**src/rtl/pll_upd_pkg.sv**
```systemverilog
package pll_upd_pkg;
  localparam int DW      = 32;
  localparam int BIT_REQ = 22;
  localparam int BIT_BYP = 23;
  localparam int BIT_ACK = 29;
  localparam int BIT_ACT = 30;
  localparam int BIT_LCK = 31;

  typedef enum logic [1:0] {
    A_MODE = 2'd0,
    A_LINT = 2'd1,
    A_FRAC = 2'd2,
    A_FCTL = 2'd3
  } reg_addr_e;

  // Builds the mode register read value from its individual flags.
  function automatic logic [DW-1:0] pack_mode(input logic lck, input logic act,
                                              input logic ack, input logic byp,
                                              input logic req);
    logic [DW-1:0] w;
    w          = '0;
    w[BIT_LCK] = lck;
    w[BIT_ACT] = act;
    w[BIT_ACK] = ack;
    w[BIT_BYP] = byp;
    w[BIT_REQ] = req;
    return w;
  endfunction
endpackage

```
**src/rtl/pll_upd_sync.sv**
```systemverilog
// Multi-flop synchronizer on the bus clock; busy is high while any stage is set.
module pll_upd_sync #(
  parameter int STAGES = 2
) (
  input  logic clk,
  input  logic rst_n,
  input  logic d,
  output logic q,
  output logic busy
);
  logic [STAGES-1:0] chain;

  for (genvar gi = 0; gi < STAGES; gi++) begin : g_stage
    always_ff @(posedge clk or negedge rst_n) begin
      if (!rst_n) chain[gi] <= 1'b0;
      else if (gi == 0) chain[gi] <= d;
      else chain[gi] <= chain[(gi == 0) ? 0 : gi-1];
    end
  end

  assign q    = chain[STAGES-1];
  assign busy = |chain;
endmodule

```
**src/rtl/pll_upd_regs.sv**
```systemverilog
// Staging registers, mode bits, request acceptance and read multiplexer.
module pll_upd_regs
  import pll_upd_pkg::*;
#(
  parameter int L_W  = 16,
  parameter int A_W  = 32,
  parameter int FC_W = 12
) (
  input  logic            clk,
  input  logic            rst_n,
  input  logic            bus_wr,
  input  logic [1:0]      bus_addr,
  input  logic [DW-1:0]   bus_wdata,
  input  logic            core_active,
  input  logic            core_lock,
  input  logic            ack_stat,
  input  logic            hs_idle,
  output logic [L_W-1:0]  stg_l,
  output logic [A_W-1:0]  stg_alpha,
  output logic [FC_W-1:0] stg_fctl,
  output logic            upd_req,
  output logic            upd_byp,
  output logic [DW-1:0]   bus_rdata,
  output logic            sw_clr,
  output logic            req_take,
  output logic            auto_clr
);
  logic wr_mode;

  assign wr_mode  = bus_wr && (bus_addr == A_MODE);
  assign sw_clr   = wr_mode && !bus_wdata[BIT_REQ];
  assign req_take = wr_mode && bus_wdata[BIT_REQ] && !upd_req && core_active && hs_idle;
  assign auto_clr = ack_stat && upd_req && !upd_byp;

  always_ff @(posedge clk or negedge rst_n) begin
    if (!rst_n) begin
      upd_req <= 1'b0;
      upd_byp <= 1'b0;
    end else begin
      if (auto_clr || sw_clr) upd_req <= 1'b0;
      else if (req_take)      upd_req <= 1'b1;
      if (wr_mode) upd_byp <= bus_wdata[BIT_BYP];
    end
  end

  always_ff @(posedge clk or negedge rst_n) begin
    if (!rst_n) begin
      stg_l     <= '0;
      stg_alpha <= '0;
      stg_fctl  <= '0;
    end else if (bus_wr) begin
      case (reg_addr_e'(bus_addr))
        A_LINT:  stg_l     <= bus_wdata[L_W-1:0];
        A_FRAC:  stg_alpha <= bus_wdata[A_W-1:0];
        A_FCTL:  stg_fctl  <= bus_wdata[FC_W-1:0];
        default: ;
      endcase
    end
  end

  always_comb begin
    case (reg_addr_e'(bus_addr))
      A_MODE:  bus_rdata = pack_mode(core_lock, core_active, ack_stat, upd_byp, upd_req);
      A_LINT:  bus_rdata = DW'(stg_l);
      A_FRAC:  bus_rdata = DW'(stg_alpha);
      default: bus_rdata = DW'(stg_fctl);
    endcase
  end
endmodule

```
**src/rtl/pll_upd_refside.sv**
```systemverilog
// Reference-domain side: request synchronizer, single latch event, core acknowledge.
module pll_upd_refside #(
  parameter int L_W         = 16,
  parameter int A_W         = 32,
  parameter int FC_W        = 12,
  parameter int SYNC_STAGES = 2
) (
  input  logic            clk,
  input  logic            rst_n,
  input  logic            ref_tick,
  input  logic            upd_req,
  input  logic [L_W-1:0]  stg_l,
  input  logic [A_W-1:0]  stg_alpha,
  input  logic [FC_W-1:0] stg_fctl,
  output logic [L_W-1:0]  act_l,
  output logic [A_W-1:0]  act_alpha,
  output logic [FC_W-1:0] act_fctl,
  output logic            ack_ref,
  output logic            latch_evt,
  output logic            upd_strobe,
  output logic            ref_busy
);
  logic [SYNC_STAGES-1:0] chain;
  logic                   req_ref;

  for (genvar gi = 0; gi < SYNC_STAGES; gi++) begin : g_rsync
    always_ff @(posedge clk or negedge rst_n) begin
      if (!rst_n) chain[gi] <= 1'b0;
      else if (ref_tick) begin
        if (gi == 0) chain[gi] <= upd_req;
        else         chain[gi] <= chain[(gi == 0) ? 0 : gi-1];
      end
    end
  end

  assign req_ref   = chain[SYNC_STAGES-1];
  assign latch_evt = ref_tick && req_ref && !ack_ref;
  assign ref_busy  = (|chain) || ack_ref;

  always_ff @(posedge clk or negedge rst_n) begin
    if (!rst_n) begin
      ack_ref    <= 1'b0;
      upd_strobe <= 1'b0;
      act_l      <= '0;
      act_alpha  <= '0;
      act_fctl   <= '0;
    end else begin
      upd_strobe <= latch_evt;
      if (latch_evt) begin
        ack_ref   <= 1'b1;
        act_l     <= stg_l;
        act_alpha <= stg_alpha;
        act_fctl  <= stg_fctl;
      end else if (ref_tick && !req_ref) begin
        ack_ref <= 1'b0;
      end
    end
  end
endmodule

```
**src/rtl/pll_upd_latch.sv**
```systemverilog
module pll_upd_latch
  import pll_upd_pkg::*;
#(
  parameter int L_W       = 16,
  parameter int A_W       = 32,
  parameter int FC_W      = 12,
  parameter int REF_SYNC  = 2,
  parameter int ACK_SYNC  = 2
) (
  input  logic            clk,
  input  logic            rst_n,
  input  logic            ref_tick,
  input  logic            bus_wr,
  input  logic [1:0]      bus_addr,
  input  logic [31:0]     bus_wdata,
  output logic [31:0]     bus_rdata,
  input  logic            core_active,
  input  logic            core_lock,
  output logic [L_W-1:0]  act_l,
  output logic [A_W-1:0]  act_alpha,
  output logic [FC_W-1:0] act_frac_ctl,
  output logic            upd_strobe
);
  logic [L_W-1:0]  stg_l;
  logic [A_W-1:0]  stg_alpha;
  logic [FC_W-1:0] stg_fctl;
  logic upd_req, upd_byp, sw_clr, req_take, auto_clr;
  logic ack_ref, ack_stat, ack_busy, latch_evt, ref_busy, hs_idle;

  assign hs_idle = !ref_busy && !ack_busy;

  pll_upd_regs #(.L_W(L_W), .A_W(A_W), .FC_W(FC_W)) u_regs (
    .clk(clk), .rst_n(rst_n), .bus_wr(bus_wr), .bus_addr(bus_addr),
    .bus_wdata(bus_wdata), .core_active(core_active), .core_lock(core_lock),
    .ack_stat(ack_stat), .hs_idle(hs_idle), .stg_l(stg_l), .stg_alpha(stg_alpha),
    .stg_fctl(stg_fctl), .upd_req(upd_req), .upd_byp(upd_byp),
    .bus_rdata(bus_rdata), .sw_clr(sw_clr), .req_take(req_take), .auto_clr(auto_clr)
  );

  pll_upd_refside #(.L_W(L_W), .A_W(A_W), .FC_W(FC_W), .SYNC_STAGES(REF_SYNC)) u_ref (
    .clk(clk), .rst_n(rst_n), .ref_tick(ref_tick), .upd_req(upd_req),
    .stg_l(stg_l), .stg_alpha(stg_alpha), .stg_fctl(stg_fctl),
    .act_l(act_l), .act_alpha(act_alpha), .act_fctl(act_frac_ctl),
    .ack_ref(ack_ref), .latch_evt(latch_evt), .upd_strobe(upd_strobe),
    .ref_busy(ref_busy)
  );

  pll_upd_sync #(.STAGES(ACK_SYNC)) u_acksync (
    .clk(clk), .rst_n(rst_n), .d(ack_ref), .q(ack_stat), .busy(ack_busy)
  );
endmodule

```
**config.mk**
```make
export PLATFORM = sky130hd
export DESIGN_NAME = pll_upd_latch
export DESIGN_NICKNAME = d
export VERILOG_FILES = /design/src/rtl/pll_upd_pkg.sv /design/src/rtl/pll_upd_sync.sv /design/src/rtl/pll_upd_regs.sv /design/src/rtl/pll_upd_refside.sv /design/src/rtl/pll_upd_latch.sv
export SDC_FILE = /design/constraint.sdc
export NUM_CORES = 1
export LEC_CHECK = 0
export ABC_AREA = 1
export BUFFER_PORTS_ARGS = -buffer_cell sky130_fd_sc_hd__buf_2
export CAP_MARGIN = 30
export CORE_MARGIN = 3
export CORE_UTILIZATION = 40
export CTS_BUF_LIST = sky130_fd_sc_hd__clkbuf_8
export DETAILED_ROUTE_END_ITERATION = 12
export PLACE_DENSITY = 0.62
export SYNTH_ARGS = -nofsm -noshare
export SYNTH_HDL_FRONTEND = slang
export SYNTH_SLANG_ARGS = --single-unit
```
**constraint.sdc**
```tcl
create_clock -name clk -period 1 [get_ports clk]
set_input_delay 0.2 -clock clk [delete_from_list [all_inputs] [get_ports clk]]
set_output_delay 0.2 -clock clk [all_outputs]
set_load 0.05 [all_outputs]
```
## Yosys cells after proc, flatten, opt, wreduce, memory -nomap -nowiden

Index checks and enable logic that the tools add are counted.

- $add $sub $neg: 0
- Shifts and indexed selects: 0
- Div/mod/pow operators: 0
- Bitwise gates (word level): 0
- Equal/unequal tests: 3
- Multiplexer cells: 5
- $mul: 0
- Reductions and logical operators: 29
- $lt $le $gt $ge: 0

Operators with widths:

| cell | count |
|---|---|
| case mux 32 bit (3 select lines) | 1 |
| logical AND 1 bit | 12 |
| zero test 1 bit | 7 |
| AND reduction 2 bit | 3 |
| equality test 2 bit (second input constant) | 2 |
| 2-to-1 mux 1 bit | 4 |
| nonzero test 2 bit | 2 |
| OR reduction 2 bit | 2 |
| equality test 2 x 1 -> 1 bit (second input constant) | 1 |
| zero test 2 bit | 1 |
| logical OR 1 bit | 2 |

- ROM bits: 0
- RAM bits: 0
- Flip-flop bits (word level): 128
- Input port bits: 40
- Memories kept: 0
- Latch bits: 0
- Word-level logic and storage cells: 51

## Depth between registers and ports, before layout

- Word-level depth: 8
- Depth in mapped cells: 7
- Mapped depth without buffers: 6

## By module

A second synthesis with hierarchy kept.

- Cell total of the unflattened synthesis: 628
- Area, all modules: 5474.0 um^2

By module, submodules not included:

| module | sequential area each (um^2) | times used | cells each | area an instance (um^2) |
|---|---|---|---|---|
| pll_upd_regs | 1551.5 | 1 | 340 | 2792.7 |
| pll_upd_refside | 1601.5 | 1 | 282 | 2616.3 |
| pll_upd_sync | 50.0 | 1 | 5 | 61.3 |
| pll_upd_latch | 0.0 | 1 | 1 | 3.8 |

## Worst setup path before layout

OpenSTA, ideal clock, no wires.

- Path type: input -> output
- Start point: input port bus_addr[0]
- End point: output port bus_rdata[29]
- Data required time: 0.800 ns
- Path buffers: 1
- Arrival: 1.561 ns
- Stages on the path: 4
- Setup slack: -0.761 ns
- Cells stage by stage: inv_2 nand2_4 buf_2 o21ai_0

- Cells in the longest elaborated chain, start to end: 2
- Elaborated cells between the ends (all ways): 4
- Classes of those cells: eq/ne: 2; mux: 1; reduce/logical: 1

RTL lines:

| element | line | RTL |
|---|---|---|
| start, declared | pll_upd_latch.sv:14 | `input logic [1:0] bus_addr,` |
| equality test 2 bit (tied with other cells) | pll_upd_regs.sv:62 | `case (reg_addr_e'(bus_addr))` |
| case mux 32 bit (3 select lines) * | pll_upd_regs.sv:62 |  |
| end, declared | pll_upd_latch.sv:16 | `output logic [31:0] bus_rdata,` |

Every way passes the cells marked *; elsewhere a longest branch is shown, timed or not.

## Worst setup path in the final report

- Start point: register u_regs.stg_fctl[7]
- End point: output port bus_rdata[7]

- Cells in the longest elaborated chain, start to end: 1

RTL lines:

| element | line | RTL |
|---|---|---|
| start, declared | pll_upd_regs.sv:20 | `output logic [FC_W-1:0] stg_fctl,` |
| start signal, assigned | pll_upd_regs.sv:55 | `A_FCTL: stg_fctl <= bus_wdata[FC_W-1:0];` |
| case mux 32 bit (3 select lines) | pll_upd_regs.sv:62 |  |

No other way between the ends.

==> summary.md <==
| Metric | Value |
|---|---|
| Die area | roughly 0.015 sq mm |
| Placed instance area | approximately 0.0072 sq mm |
| Worst Setup Start Kind | flop |
| Ranking of synthesized cells by area | dfrtp_1, nand2_1, inv_1, o21ai_0, o21ai_2 |
| Finished Cell Area | slightly above 0.01 sq mm |
| Worst skew pair latency | 0.45 ns |
| CP Max Fanout | 2 |
| Nets | just over 900 |
| Syn_area_per_cell | 9.68 sq um |
| Compound-gate portion of the synthesized area | between 10% and 20% |
| Fin worst setup slack | -0.459 ns |
| Initial DRT Pass Iterations | 4 |
| GRT busiest layer | met2 |
| Worst hold path class | in -> reg |
| Layout Utilization | approximately four fifths |
| Initial antenna violation count | 0 |
| Max_cap viols | 0 |
| Post-DRT Antenna Nets | 0 |
| Post-synthesis instance area | 0.00539 sq mm |
| Max Buffers Root-to-Sink | 2 |
| Static Leak | between 4 and 5 nW |
| Htree depth | 4 |
| Cell taking the most area after synthesis | dfrtp_1 |
| Slew HR | 80.9% |
| Worst EP required | roughly 0.80 ns |
| Synthesis warning total | 0 |
| Slew Viols, Final | 0 |
| DRC Markers | 0 |
| Synthesis-to-layout area growth | 87.7% |
| WL final | about 20000 um |
| Critical path type | reg -> out |
| Fmax | between 600 and 700 MHz |
| Vias | roughly 5300 |
| Tmin final | around 1.5 ns |
| PwrDens | 2220 mW/mm^2 |
| Simple-gate area share of the yosys netlist | 14.6% |
| Finish-stage setup viols | about 160 |
| Synth cell types | 24 |
| Final worst-path cycle share | 146% |
| Flop and latch count out of synthesis | ~130 |
| Critical path launch point | u_regs.stg_fctl[7]$_DFFE_PN0P_ |
| Post-Synth XOR/XNOR Area | 0% |
| Antenna cells | 0 |
| Site Rows | slightly above 40 |
| Core Region | 0.0129 sq mm |
| Share of the synthesized area in the top cell type | roughly three fifths |
| Top_reg_cell synth | dfrtp_1 |
| Largest family of logic cells by synthesized area | compound AO/OA/AOI/OAI gates |
| FF/Latch Area | between 0.003 and 0.004 sq mm |
| Iteration-0 DRC count of the detailed router | roughly 400 |
| CTS tree | built |
| FF-to-FF Start | u_ref.ack_ref$_DFFE_PN0P_ |
| Routed WL per cell | between 15 and 20 um |
| Layout cells sized above 1 | between 60 and 70% |
| VDD IR max | 1.15 mV |
| WP data arrival | about 1.3 ns |
| Grt met3 use | 6.17% |
| Met1 usage | 32.9% |
| Starting Density | a little over two fifths |
| Clock Pin Slew Worst Setup and Hold Paths | 0.08 ns |
| Sequential share of the synthesized area | about 60% |
| Final hold violations | 0 |
| Global routing usage on met2 | approximately two fifths |
| IO Pins | around 130 |
| Chip width | roughly 120 um |
| Via density | ~5.0 |
| Placer Congestion | about 0.83 |
| Root Buffer | clkbuf_8 |
| Largest net degree at the start of global routing | 52 |
| Global route overflow | 0 |
| TritonCTS buffer count | 17 |
| Multi-input logic area | around 0.0026 sq mm |
| Die Ht | ~120 um |
| Post-synthesis mux area share | 0% |
| FILL cells | 741 |
| Buffers added on ports | approximately 130 |
| Number of global-route vias before repair | around 5500 |
| GRT Total Usage | between 20 and 30% |
| Post-synthesis cell count | ~560 |
| Tightest Pin Transition | approximately 0.29 ns |
| Sink Count | about 130 |
| Post-synth ARST share | 100% |
| Status | finished with violations |
| Post-Synth Adder-Cell Area | 0% |
| Failing checks | negative setup slack |
| RSZ-0062 raised after global routing | true |
| First-pass GRT wire length | 29100 um |
| Crit end category | primary output |
| Number of synthesized flops with an enable pin | 0 |
| Clock Skew | approximately 0.016 ns |
| DPL Wire Length | roughly 10000 um |
| Post-synthesis net count | about 600 |
| Hold wc startpoint | bus_wdata[15] |
-- logic make-up (layout without fill, tap and decap cells) --
logic type / after synthesis / in the layout
simple gates: 188 / 188
compound gates: 136 / 136
flops: 128 / 128
buf+inv: 105 / 443
-- cells in the mapped netlist (3+ instances only) --
master    number
nand2_1      152
nor2_1        20
o221ai_1      12
o21ai_0       46
clkbuf_1       9
a21oi_2       15
buf_2          3
nor2_2        10
o22ai_1        6
o21ai_1       29
inv_1         74
o21ai_2       26
dfrtp_1      128
buf_6         13
-- cells in the final DEF, fill, tap and decap left out, types with 3 or more instances in the layout --
cell	instances
o21ai_1	34
o21ai_0	4
dfrtp_1	125
nand2_2	40
clkbuf_8	22
o21ai_2	60
buf_12	24
buf_6	95
a21oi_2	16
nand2_4	41
nor2_2	16
o22ai_4	6
nor2_4	8
buf_16	11
inv_1	25
o221ai_4	10
dfrtp_2	3
buf_4	144
inv_2	52
buf_8	7
buf_2	38
dlygate4sd3_1	17
o21ai_4	3
nor2_1	6
nand2_1	73
-- final cells by class --
| type | count | area share (%) |
|---|---|---|
| inverter | 77 | 3.16 |
| sequential | 128 | 31.7 |
| clock inverter | 8 | 0.878 |
| multi-input combinational | 324 | 25.6 |
| clock buffer | 22 | 2.99 |
| timing repair buffer | 336 | 33.6 |
| tap | 172 | 2.13 |
-- stage by stage --
| stage | setup TNS, ns | setup WS, ns | total power, W | cells | hold slack [ns] |
|---|---|---|---|---|---|
| after floorplan | -3.55 | -0.129 | 0.0116 | 557 | -0.0956 |
| after global placement | -23.48 | -0.427 | 0.0136 | 904 | 0.0379 |
| after detailed placement | -25.64 | -0.452 | 0.0137 | 904 | 0.0320 |
| after CTS | -40.01 | -0.477 | 0.0208 | 1023 | 0.00125 |
| after global routing | -47.24 | -0.528 | 0.0234 | 1067 | 0.0197 |
| final | -40.65 | -0.459 | 0.0225 | 1067 | 0.0211 |
-- per-layer routing --
layer	vias to the layer above	part of all wire (%)	routed length, um
met4	0	3.6	733
met5	-	0	0
met2	200	51	10500
met3	49	5.0	1010
li1	2448	-	-
met1	2630	40	8110
-- sequential cells by signal, summed over array words and instances (netlist names) --
| signal | cells |
|---|---|
| u_ref.act_alpha | 32 |
| u_regs.stg_alpha | 32 |
| u_ref.act_l | 16 |
| u_regs.stg_l | 16 |
| u_ref.act_fctl | 12 |
| u_regs.stg_fctl | 12 |
| u_acksync.chain | 1 |
| u_acksync.q | 1 |
| u_ref.ack_ref | 1 |
| u_ref.chain | 1 |
| u_ref.req_ref | 1 |
| u_ref.upd_strobe | 1 |
| u_regs.upd_byp | 1 |
| u_regs.upd_req | 1 |
-- timing repair --
action                                  CTS  global route
cloned                                   12             0
setup buffers                            62            46
gates resized for setup                 384           108
pin swaps                                44            16
endpoints found under the setup margin  154           155
hold buffers                             17             0
endpoints found under the hold margin   144             0
-- worst paths after layout --
check	to	slack, ns	cells past startpoint
worst max-delay path	bus_rdata[7]	-0.46	3
worst min-delay path	u_regs.stg_l[15]$_DFFE_PN0P_	0.02	3
worst max register to register	u_ref.act_alpha[22]$_DFFE_PN0P_	-0.39	8
worst min register to register	u_acksync.q$_DFF_PN0_	0.38	0
max in group asynchronous	u_regs.stg_l[14]$_DFFE_PN0P_	0.38	3
min in group asynchronous	u_ref.act_fctl[7]$_DFFE_PN0P_	0.13	2
-- worst max-delay path, cell delays in order (launching register included) --
cell,delay [ns]
dfrtp_1,0.39
inv_2,0.07
o221ai_4,0.17
buf_6,0.18
-- power by group --
group / internal (W) / switching [W] / total, W
registers: 0.00629 / 0.000963 / 0.00726
clock network: 0.00249 / 0.00205 / 0.00453
logic: 0.00460 / 0.00608 / 0.0107
total: 0.0134 / 0.00908 / 0.0225
Power figures use the tool's default switching activity.
